**src/rtl/dcw_pkg.sv**
```systemverilog
package dcw_pkg;

  localparam int unsigned WORD_W = 32;

  // word index inside a descriptor
  localparam logic [2:0] WI_HDR = 3'd0;
  localparam logic [2:0] WI_SRC = 3'd1;
  localparam logic [2:0] WI_DST = 3'd2;
  localparam logic [2:0] WI_CNT = 3'd3;
  localparam logic [2:0] WI_CFG = 3'd4;
  localparam logic [2:0] WI_NXT = 3'd7;

  // configuration bit positions decoded by the walker
  localparam int unsigned CB_LINK = 31;
  localparam int unsigned CB_IRQ  = 24;
  localparam int unsigned CB_DFIX = 21;
  localparam int unsigned CB_SFIX = 20;

  typedef struct packed {
    logic link;
    logic irq;
    logic dfix;
    logic sfix;
  } seg_cfg_t;

  typedef enum logic [2:0] {
    ST_IDLE,
    ST_FETCH,
    ST_RD,
    ST_WR,
    ST_RETIRE
  } walk_state_e;

endpackage

```
**src/rtl/dcw_addr_ptr.sv**
```systemverilog
module dcw_addr_ptr #(
  parameter int unsigned AW   = 32,
  parameter int unsigned STEP = 4
) (
  input  logic          clk,
  input  logic          rst_n,
  input  logic          load_i,
  input  logic [AW-1:0] load_val_i,
  input  logic          step_i,
  input  logic          hold_i,
  output logic [AW-1:0] addr_o
);

  logic [AW-1:0] addr_q, addr_d;
  logic          addr_en;

  always_comb begin
    addr_en = load_i | (step_i & ~hold_i);
    addr_d  = load_i ? load_val_i : addr_q + AW'(STEP);
  end

  always_ff @(posedge clk or negedge rst_n) begin
    if (!rst_n)       addr_q <= '0;
    else if (addr_en) addr_q <= addr_d;
  end

  assign addr_o = addr_q;

endmodule

```
**src/rtl/dcw_beat_ctr.sv**
```systemverilog
module dcw_beat_ctr #(
  parameter int unsigned BYTES_W = 32,
  parameter int unsigned WORD_B  = 4
) (
  input  logic               clk,
  input  logic               rst_n,
  input  logic               load_i,
  input  logic [BYTES_W-1:0] bytes_i,
  input  logic               dec_i,
  output logic               last_o,
  output logic               zero_o
);

  localparam int unsigned SH  = $clog2(WORD_B);
  localparam int unsigned RW  = BYTES_W - SH + 1;

  logic [RW-1:0] rem_q, rem_d;
  logic          rem_en;

  always_comb begin
    rem_en = load_i | dec_i;
    if (load_i)
      rem_d = RW'(bytes_i >> SH) + RW'(|bytes_i[SH-1:0]);
    else
      rem_d = rem_q - RW'(1);
  end

  always_ff @(posedge clk or negedge rst_n) begin
    if (!rst_n)      rem_q <= '0;
    else if (rem_en) rem_q <= rem_d;
  end

  assign last_o = (rem_q == RW'(1));
  assign zero_o = (rem_q == '0);

  assert_beat_underflow_R3: assert property (@(posedge clk) disable iff (!rst_n)
    (dec_i && !load_i) |-> !zero_o);

endmodule

```
**src/rtl/dcw_chain_walker.sv**
```systemverilog
module dcw_chain_walker
  import dcw_pkg::*;
#(
  parameter int unsigned AW = 32
) (
  input  logic              clk,
  input  logic              rst_n,
  input  logic              start_i,
  input  logic [AW-1:0]     link_addr_i,
  output logic              active_o,
  output logic              err_o,
  output logic              end_irq_o,
  output logic              mem_req_o,
  output logic              mem_we_o,
  output logic [AW-1:0]     mem_addr_o,
  output logic [WORD_W-1:0] mem_wdata_o,
  input  logic              mem_ack_i,
  input  logic              mem_err_i,
  input  logic [WORD_W-1:0] mem_rdata_i
);

  localparam int unsigned WORD_B = WORD_W / 8;

  walk_state_e       state_q, state_d;
  logic [2:0]        idx_q, idx_d;
  logic [AW-1:0]     base_q, base_d;
  logic [AW-1:0]     nxt_q, nxt_d;
  logic [WORD_W-1:0] hdr_q, hdr_d;
  logic [WORD_W-1:0] buf_q, buf_d;
  seg_cfg_t          cfg_q, cfg_d;
  logic              err_q, err_d;
  logic              irq_q, irq_d;

  logic src_ld, dst_ld, src_step, dst_step, cnt_ld, cnt_dec;
  logic cnt_last, cnt_zero;
  logic ok_ack;

  logic [1:0]    ptr_ld, ptr_step, ptr_hold;
  logic [AW-1:0] ptr_addr [2];

  assign ptr_ld   = {dst_ld, src_ld};
  assign ptr_step = {dst_step, src_step};
  assign ptr_hold = {cfg_q.dfix, cfg_q.sfix};

  // index 0: source pointer, index 1: destination pointer
  for (genvar gi = 0; gi < 2; gi++) begin : g_ptr
    dcw_addr_ptr #(.AW(AW), .STEP(WORD_B)) u_ptr (
      .clk        (clk),
      .rst_n      (rst_n),
      .load_i     (ptr_ld[gi]),
      .load_val_i (mem_rdata_i[AW-1:0]),
      .step_i     (ptr_step[gi]),
      .hold_i     (ptr_hold[gi]),
      .addr_o     (ptr_addr[gi])
    );
  end

  dcw_beat_ctr #(.BYTES_W(WORD_W), .WORD_B(WORD_B)) u_beats (
    .clk     (clk),
    .rst_n   (rst_n),
    .load_i  (cnt_ld),
    .bytes_i (mem_rdata_i),
    .dec_i   (cnt_dec),
    .last_o  (cnt_last),
    .zero_o  (cnt_zero)
  );

  assign ok_ack = mem_ack_i & ~mem_err_i;

  // next-state logic
  always_comb begin
    state_d  = state_q;
    idx_d    = idx_q;
    base_d   = base_q;
    nxt_d    = nxt_q;
    hdr_d    = hdr_q;
    buf_d    = buf_q;
    cfg_d    = cfg_q;
    err_d    = err_q;
    irq_d    = 1'b0;
    src_ld   = 1'b0;
    dst_ld   = 1'b0;
    src_step = 1'b0;
    dst_step = 1'b0;
    cnt_ld   = 1'b0;
    cnt_dec  = 1'b0;
    if (state_q == ST_IDLE) begin
      if (start_i) begin
        state_d = ST_FETCH;
        idx_d   = '0;
        base_d  = link_addr_i;
        err_d   = 1'b0;
      end
    end else if (mem_ack_i && mem_err_i) begin
      state_d = ST_IDLE;
      err_d   = 1'b1;
    end else if (ok_ack) begin
      case (state_q)
        ST_FETCH: begin
          idx_d = idx_q + 3'd1;
          case (idx_q)
            WI_HDR: begin
              hdr_d = mem_rdata_i;
              if (!mem_rdata_i[0]) state_d = ST_IDLE;
            end
            WI_SRC: src_ld = 1'b1;
            WI_DST: dst_ld = 1'b1;
            WI_CNT: cnt_ld = 1'b1;
            WI_CFG: cfg_d = '{link: mem_rdata_i[CB_LINK], irq: mem_rdata_i[CB_IRQ],
                              dfix: mem_rdata_i[CB_DFIX], sfix: mem_rdata_i[CB_SFIX]};
            WI_NXT: begin
              nxt_d   = mem_rdata_i[AW-1:0];
              state_d = cnt_zero ? ST_RETIRE : ST_RD;
            end
            default: ;
          endcase
        end
        ST_RD: begin
          buf_d    = mem_rdata_i;
          src_step = 1'b1;
          state_d  = ST_WR;
        end
        ST_WR: begin
          dst_step = 1'b1;
          cnt_dec  = 1'b1;
          state_d  = cnt_last ? ST_RETIRE : ST_RD;
        end
        ST_RETIRE: begin
          irq_d = cfg_q.irq;
          if (cfg_q.link) begin
            state_d = ST_FETCH;
            base_d  = nxt_q;
            idx_d   = '0;
          end else begin
            state_d = ST_IDLE;
          end
        end
        default: state_d = ST_IDLE;
      endcase
    end
  end

  // registers
  always_ff @(posedge clk or negedge rst_n) begin
    if (!rst_n) begin
      state_q <= ST_IDLE;
      idx_q   <= '0;
      base_q  <= '0;
      nxt_q   <= '0;
      hdr_q   <= '0;
      buf_q   <= '0;
      cfg_q   <= '0;
      err_q   <= 1'b0;
      irq_q   <= 1'b0;
    end else begin
      state_q <= state_d;
      idx_q   <= idx_d;
      base_q  <= base_d;
      nxt_q   <= nxt_d;
      hdr_q   <= hdr_d;
      buf_q   <= buf_d;
      cfg_q   <= cfg_d;
      err_q   <= err_d;
      irq_q   <= irq_d;
    end
  end

  // memory port
  always_comb begin
    mem_req_o   = 1'b1;
    mem_we_o    = 1'b0;
    mem_addr_o  = base_q;
    mem_wdata_o = '0;
    case (state_q)
      ST_FETCH:  mem_addr_o = base_q + (AW'(idx_q) << 2);
      ST_RD:     mem_addr_o = ptr_addr[0];
      ST_WR: begin
        mem_we_o    = 1'b1;
        mem_addr_o  = ptr_addr[1];
        mem_wdata_o = buf_q;
      end
      ST_RETIRE: begin
        mem_we_o    = 1'b1;
        mem_wdata_o = {hdr_q[WORD_W-1:1], 1'b0};
      end
      default:   mem_req_o = 1'b0;
    endcase
  end

  assign active_o  = (state_q != ST_IDLE);
  assign err_o     = err_q;
  assign end_irq_o = irq_q;

  assert_req_hold_R11: assert property (@(posedge clk) disable iff (!rst_n)
    (mem_req_o && !mem_ack_i) |=> (mem_req_o && $stable(mem_addr_o) &&
                                   $stable(mem_we_o) && $stable(mem_wdata_o)));

  assert_irq_after_retire_R7: assert property (@(posedge clk) disable iff (!rst_n)
    end_irq_o |-> $past(state_q == ST_RETIRE && ok_ack));

  assert_invalid_stops_R2: assert property (@(posedge clk) disable iff (!rst_n)
    (state_q == ST_FETCH && idx_q == WI_HDR && ok_ack && !mem_rdata_i[0])
      |=> (!active_o && !err_o && !end_irq_o));

  assert_err_quiet_R10: assert property (@(posedge clk) disable iff (!rst_n)
    err_o |-> (!active_o && !mem_req_o));

  assert_zero_skips_copy_R9: assert property (@(posedge clk) disable iff (!rst_n)
    (state_q == ST_FETCH && idx_q == WI_NXT && ok_ack && cnt_zero)
      |=> (mem_we_o && mem_addr_o == base_q));

endmodule

```
**config.mk**
```make
export PLATFORM = sky130hd
export DESIGN_NAME = dcw_chain_walker
export DESIGN_NICKNAME = d
export VERILOG_FILES = /design/src/rtl/dcw_pkg.sv /design/src/rtl/dcw_addr_ptr.sv /design/src/rtl/dcw_beat_ctr.sv /design/src/rtl/dcw_chain_walker.sv
export SDC_FILE = /design/constraint.sdc
export NUM_CORES = 1
export LEC_CHECK = 0
export BUFFER_PORTS_ARGS = -buffer_cell sky130_fd_sc_hd__buf_2
export CAP_MARGIN = 10
export CORE_ASPECT_RATIO = 0.5
export CORE_MARGIN = 3
export CORE_UTILIZATION = 60
export CTS_CLUSTER_SIZE = 8
export DETAILED_ROUTE_END_ITERATION = 12
export PLACE_DENSITY = 0.79
export SLEW_MARGIN = 20
export SYNTH_ARGS = -nofsm -noshare
export SYNTH_HDL_FRONTEND = slang
export SYNTH_SLANG_ARGS = --single-unit
export TNS_END_PERCENT = 100
```
**constraint.sdc**
```tcl
create_clock -name clk -period 3.59 [get_ports clk]
set_input_delay 0.5385 -clock clk [delete_from_list [all_inputs] [get_ports clk]]
set_output_delay 0.5385 -clock clk [all_outputs]
set_load 0.1 [all_outputs]
```
==> summary.txt <==
Logic synthesis
  – Syn avg cell area: 9.23 um^2
  – Most common cell in the netlist: dfrtp_1
  – Cells after synthesis: 1512
  – Cell accounting for the most synthesized area: dfrtp_1
  – Synth Warn #: 0
  – Top post-synthesis cells by count: dfrtp_1, nand2_1, nor2_1
  – Synth top area share: 42.0%
  – FF+latch count, synth: 234
  – Top post-synthesis cells by area: dfrtp_1, mux2_2, mux2i_1
  – Netlist area before placement: 14000 um^2
  – Ys flop type: dfrtp_1
  – Post-Syn Nets: 1597
  – Asr flop ratio synth: 100%
  – Number of flops mapped to enable cells by yosys: 0
  – Register area share after synthesis: 42.0%
  – Netlist cell types: 74

Global route
  – Largest net degree at the start of global routing: 86
  – Global routing's busiest layer: met2
  – Global-route track usage on met3: 11.9%
  – Total track usage: 37.5%
  – Initial antenna violation count: 1
  – Global-route wire length before repair: 73800 um
  – Met2 Use GR: 54.9%
  – Global Route met1 Usage: 54.6%
  – GRT overflow: 0
  – Number of global-route vias before repair: 12700

Layout
  – Nets: 1705
  – Final std cells w/o fill: 1921
  – Layout cell share with drive strength beyond 1: 22.5%
  – Layout Utilization: 76.0%
  – P&R area growth vs syn: 21.1%
  – Final antenna diode count: 0

Floorplanning
  – Core ar.: 22300 um^2
  – Die area: 25200 um^2
  – Die H: 114 um
  – DIE WIDTH: 222 um
  – Starting Density: 62.7%
  – # IOs: 138
  – # rows: 38

Timing
  – Final min period: 3580 ps
  – Clock Skew: 14.6 ps
  – Max Clk Rate: 0.279 GHz
  – RSZ-0062 raised after global routing: no
  – Number of failing hold endpoints at the final stage: 0
  – Worst slew margin: 28.0%
  – Final Cycle Share: 99.7%
  – # setup viols final: 0
  – Hold Slack: 9.59 ps
  – Pins over their slew limit: 0
  – Worst-Margin Slew: 1070 ps

CTS
  – Clock Tree Buf Depth: 3
  – CTS tree: yes
  – Cts bufs inserted: 35
  – CTS HTree Levels: 2
  – Clock-pin slew on the worst setup and hold paths: 50 ps
  – Clk root buf: clkbuf_16
  – Clk sinks: 234
  – Clk_lat worst skew: 520 ps

Route
  – Post-DRT Antenna Nets: 0
  – Initial drt markers: 2189
  – Wire per inst: 25.0 um
  – DRC violation count after routing: 0
  – Via count: 13300
  – Post-Route WL: 48100 um
  – DR pass1 iterations: 6
  – Vias per cell: 6.91

Critical path
  – Bufs and invs on worst path: 2
  – Largest delay share family, worst path: simple AND/OR/NAND/NOR gates
  – Max stage delay on crit path: 560 ps
  – Arrival @ worst endpoint: 3040 ps
  – Setup Crit Path Kind: flop to output port
  – Crit end category: output port
  – Critical-path top delay cell: or4_1
  – Crit-path cells: ha_1, inv_1, fa_2, nor2b_2, o211ai_1, or4_1, a21oi_2, a2bb2oi_2, buf_12
  – R2R Setup Slk: 680 ps
  – Crit path max fanout: 5
  – Startpoint types: flop
  – R2r startpoint: state_q[1]$_DFFE_PN0P_
  – WP data required: 3050 ps
  – Reg-to-Reg End: g_ptr[0].u_ptr.addr_o[25]$_DFFE_PN0P_
  – Worst reg-to-reg path cell count: 6

Pwr
  – Leak pwr: 7.22 nW
  – Combinational power share: 49.5%
  – Worst vdd ir: 1.20 mV
  – Power share of the clock group: 19.0%
  – Post-layout power: 15.3 mW
  – Power Dens Cells: 905 nW/um^2
  – Switching Fraction: 47.1%
  – Switch Pwr: 7.20 mW
  – Pint: 8.09 mW
  – Flop pwr share: 31.5%

Placement
  – Detailed Place HPWL: 33700 um
  – Final RePlAce weighted congestion: 0.967
  – Placed Instances: 1881
  – Port bufs: 137

Flow run
  – Max-cap violation count: 0

Run status
  – Status: finished clean

Hold path
  – Worst hold path class: input port to async pin
## sequential cells by signal (all words and copies together) (netlist names)
register	flops
state_q	3
cfg_q	4
nxt_q	32
buf_q	32
u_beats.rem_q	31
g_ptr.u_ptr.addr_o	64
base_q	32
err_o	1
hdr_q	31
end_irq_o	1
idx_q	3
## placed cells by master (no fill, tap or decap), types with 17 or more instances in the layout
cell       instances
nand4_1           41
o21ai_0           76
nor3_1            38
dfrtp_1          232
nor4_1            47
and3_1            19
nand3_1           58
clkbuf_16         35
nor2_1           101
buf_2             76
a221o_1           17
or3_1             18
inv_1             34
buf_12            61
a22o_1            32
nand2_1          140
mux2i_1           56
buf_4             53
mux2_2            93
a21oi_1           77
xnor2_1           52
## cells by family after synthesis
kind of cell,share of synthesized area (%)
buf+inv,4.33
xor+xnor,4.02
mux,11.5
simple gates,20.2
flops,42.0
fa+ha+maj,1.49
compound gates,16.5
## power groups by stage
stage / combinational, mW / sequential [mW] / clock, mW
2_1_floorplan: 5.23 / 4.32 / 0
3_3_place_gp: 7.24 / 4.69 / 0
3_5_place_dp: 7.41 / 4.75 / 0
4_1_cts: 7.46 / 4.74 / 2.92
5_1_grt: 7.93 / 4.93 / 3.05
6_report: 7.57 / 4.81 / 2.91
## how the worst max path moves through the flow
stage	end	start	slack, ps	cells after the start
final	mem_addr_o[28]	idx_q[0]$_DFFE_PN0P_	10	9
after CTS	mem_addr_o[28]	idx_q[0]$_DFFE_PN0P_	30	9
after detailed placement	mem_addr_o[28]	idx_q[0]$_DFFE_PN0P_	380	9
after global routing	mem_addr_o[28]	idx_q[0]$_DFFE_PN0P_	8	9
after global placement	mem_addr_o[28]	idx_q[0]$_DFFE_PN0P_	440	9
after floorplan	mem_addr_o[24]	idx_q[0]$_DFFE_PN0P_	-240	8
## layout make-up
| cell class | count | area (um^2) |
|---|---|---|
| timing repair buffer | 191 | 2010 |
| clock inverter | 3 | 41.3 |
| fill | 1550 | 5350 |
| tap | 300 | 375 |
| inverter | 34 | 128 |
| clock buffer | 35 | 876 |
| sequential | 234 | 5860 |
| multi-input combinational | 1124 | 7610 |
## repair_timing
item	4_1_cts	5_1_grt
hold buffers	0	0
pin swaps	1	1
endpoints found under the setup margin	2	3
buffers inserted	1	1
resized for setup	3	3
## per-layer routing
metal / vias up / routed length (um)
met1: 6485 / 20100
met2: 864 / 20200
met5: - / 0
li1: 5798 / -
met3: 125 / 6800
met4: 0 / 995
## metrics by stage
stage | TNS [ps] | worst slack [ps] | cell area, um^2
floorplan | -242 | -242 | 14000
global placement | 0 | 443 | 16000
detailed placement | 0 | 379 | 16000
CTS | 0 | 29.0 | 16900
global route | 0 | 8.15 | 16900
finish | 0 | 11.6 | 16900
No activity file was read; power rests on OpenSTA's default activity.
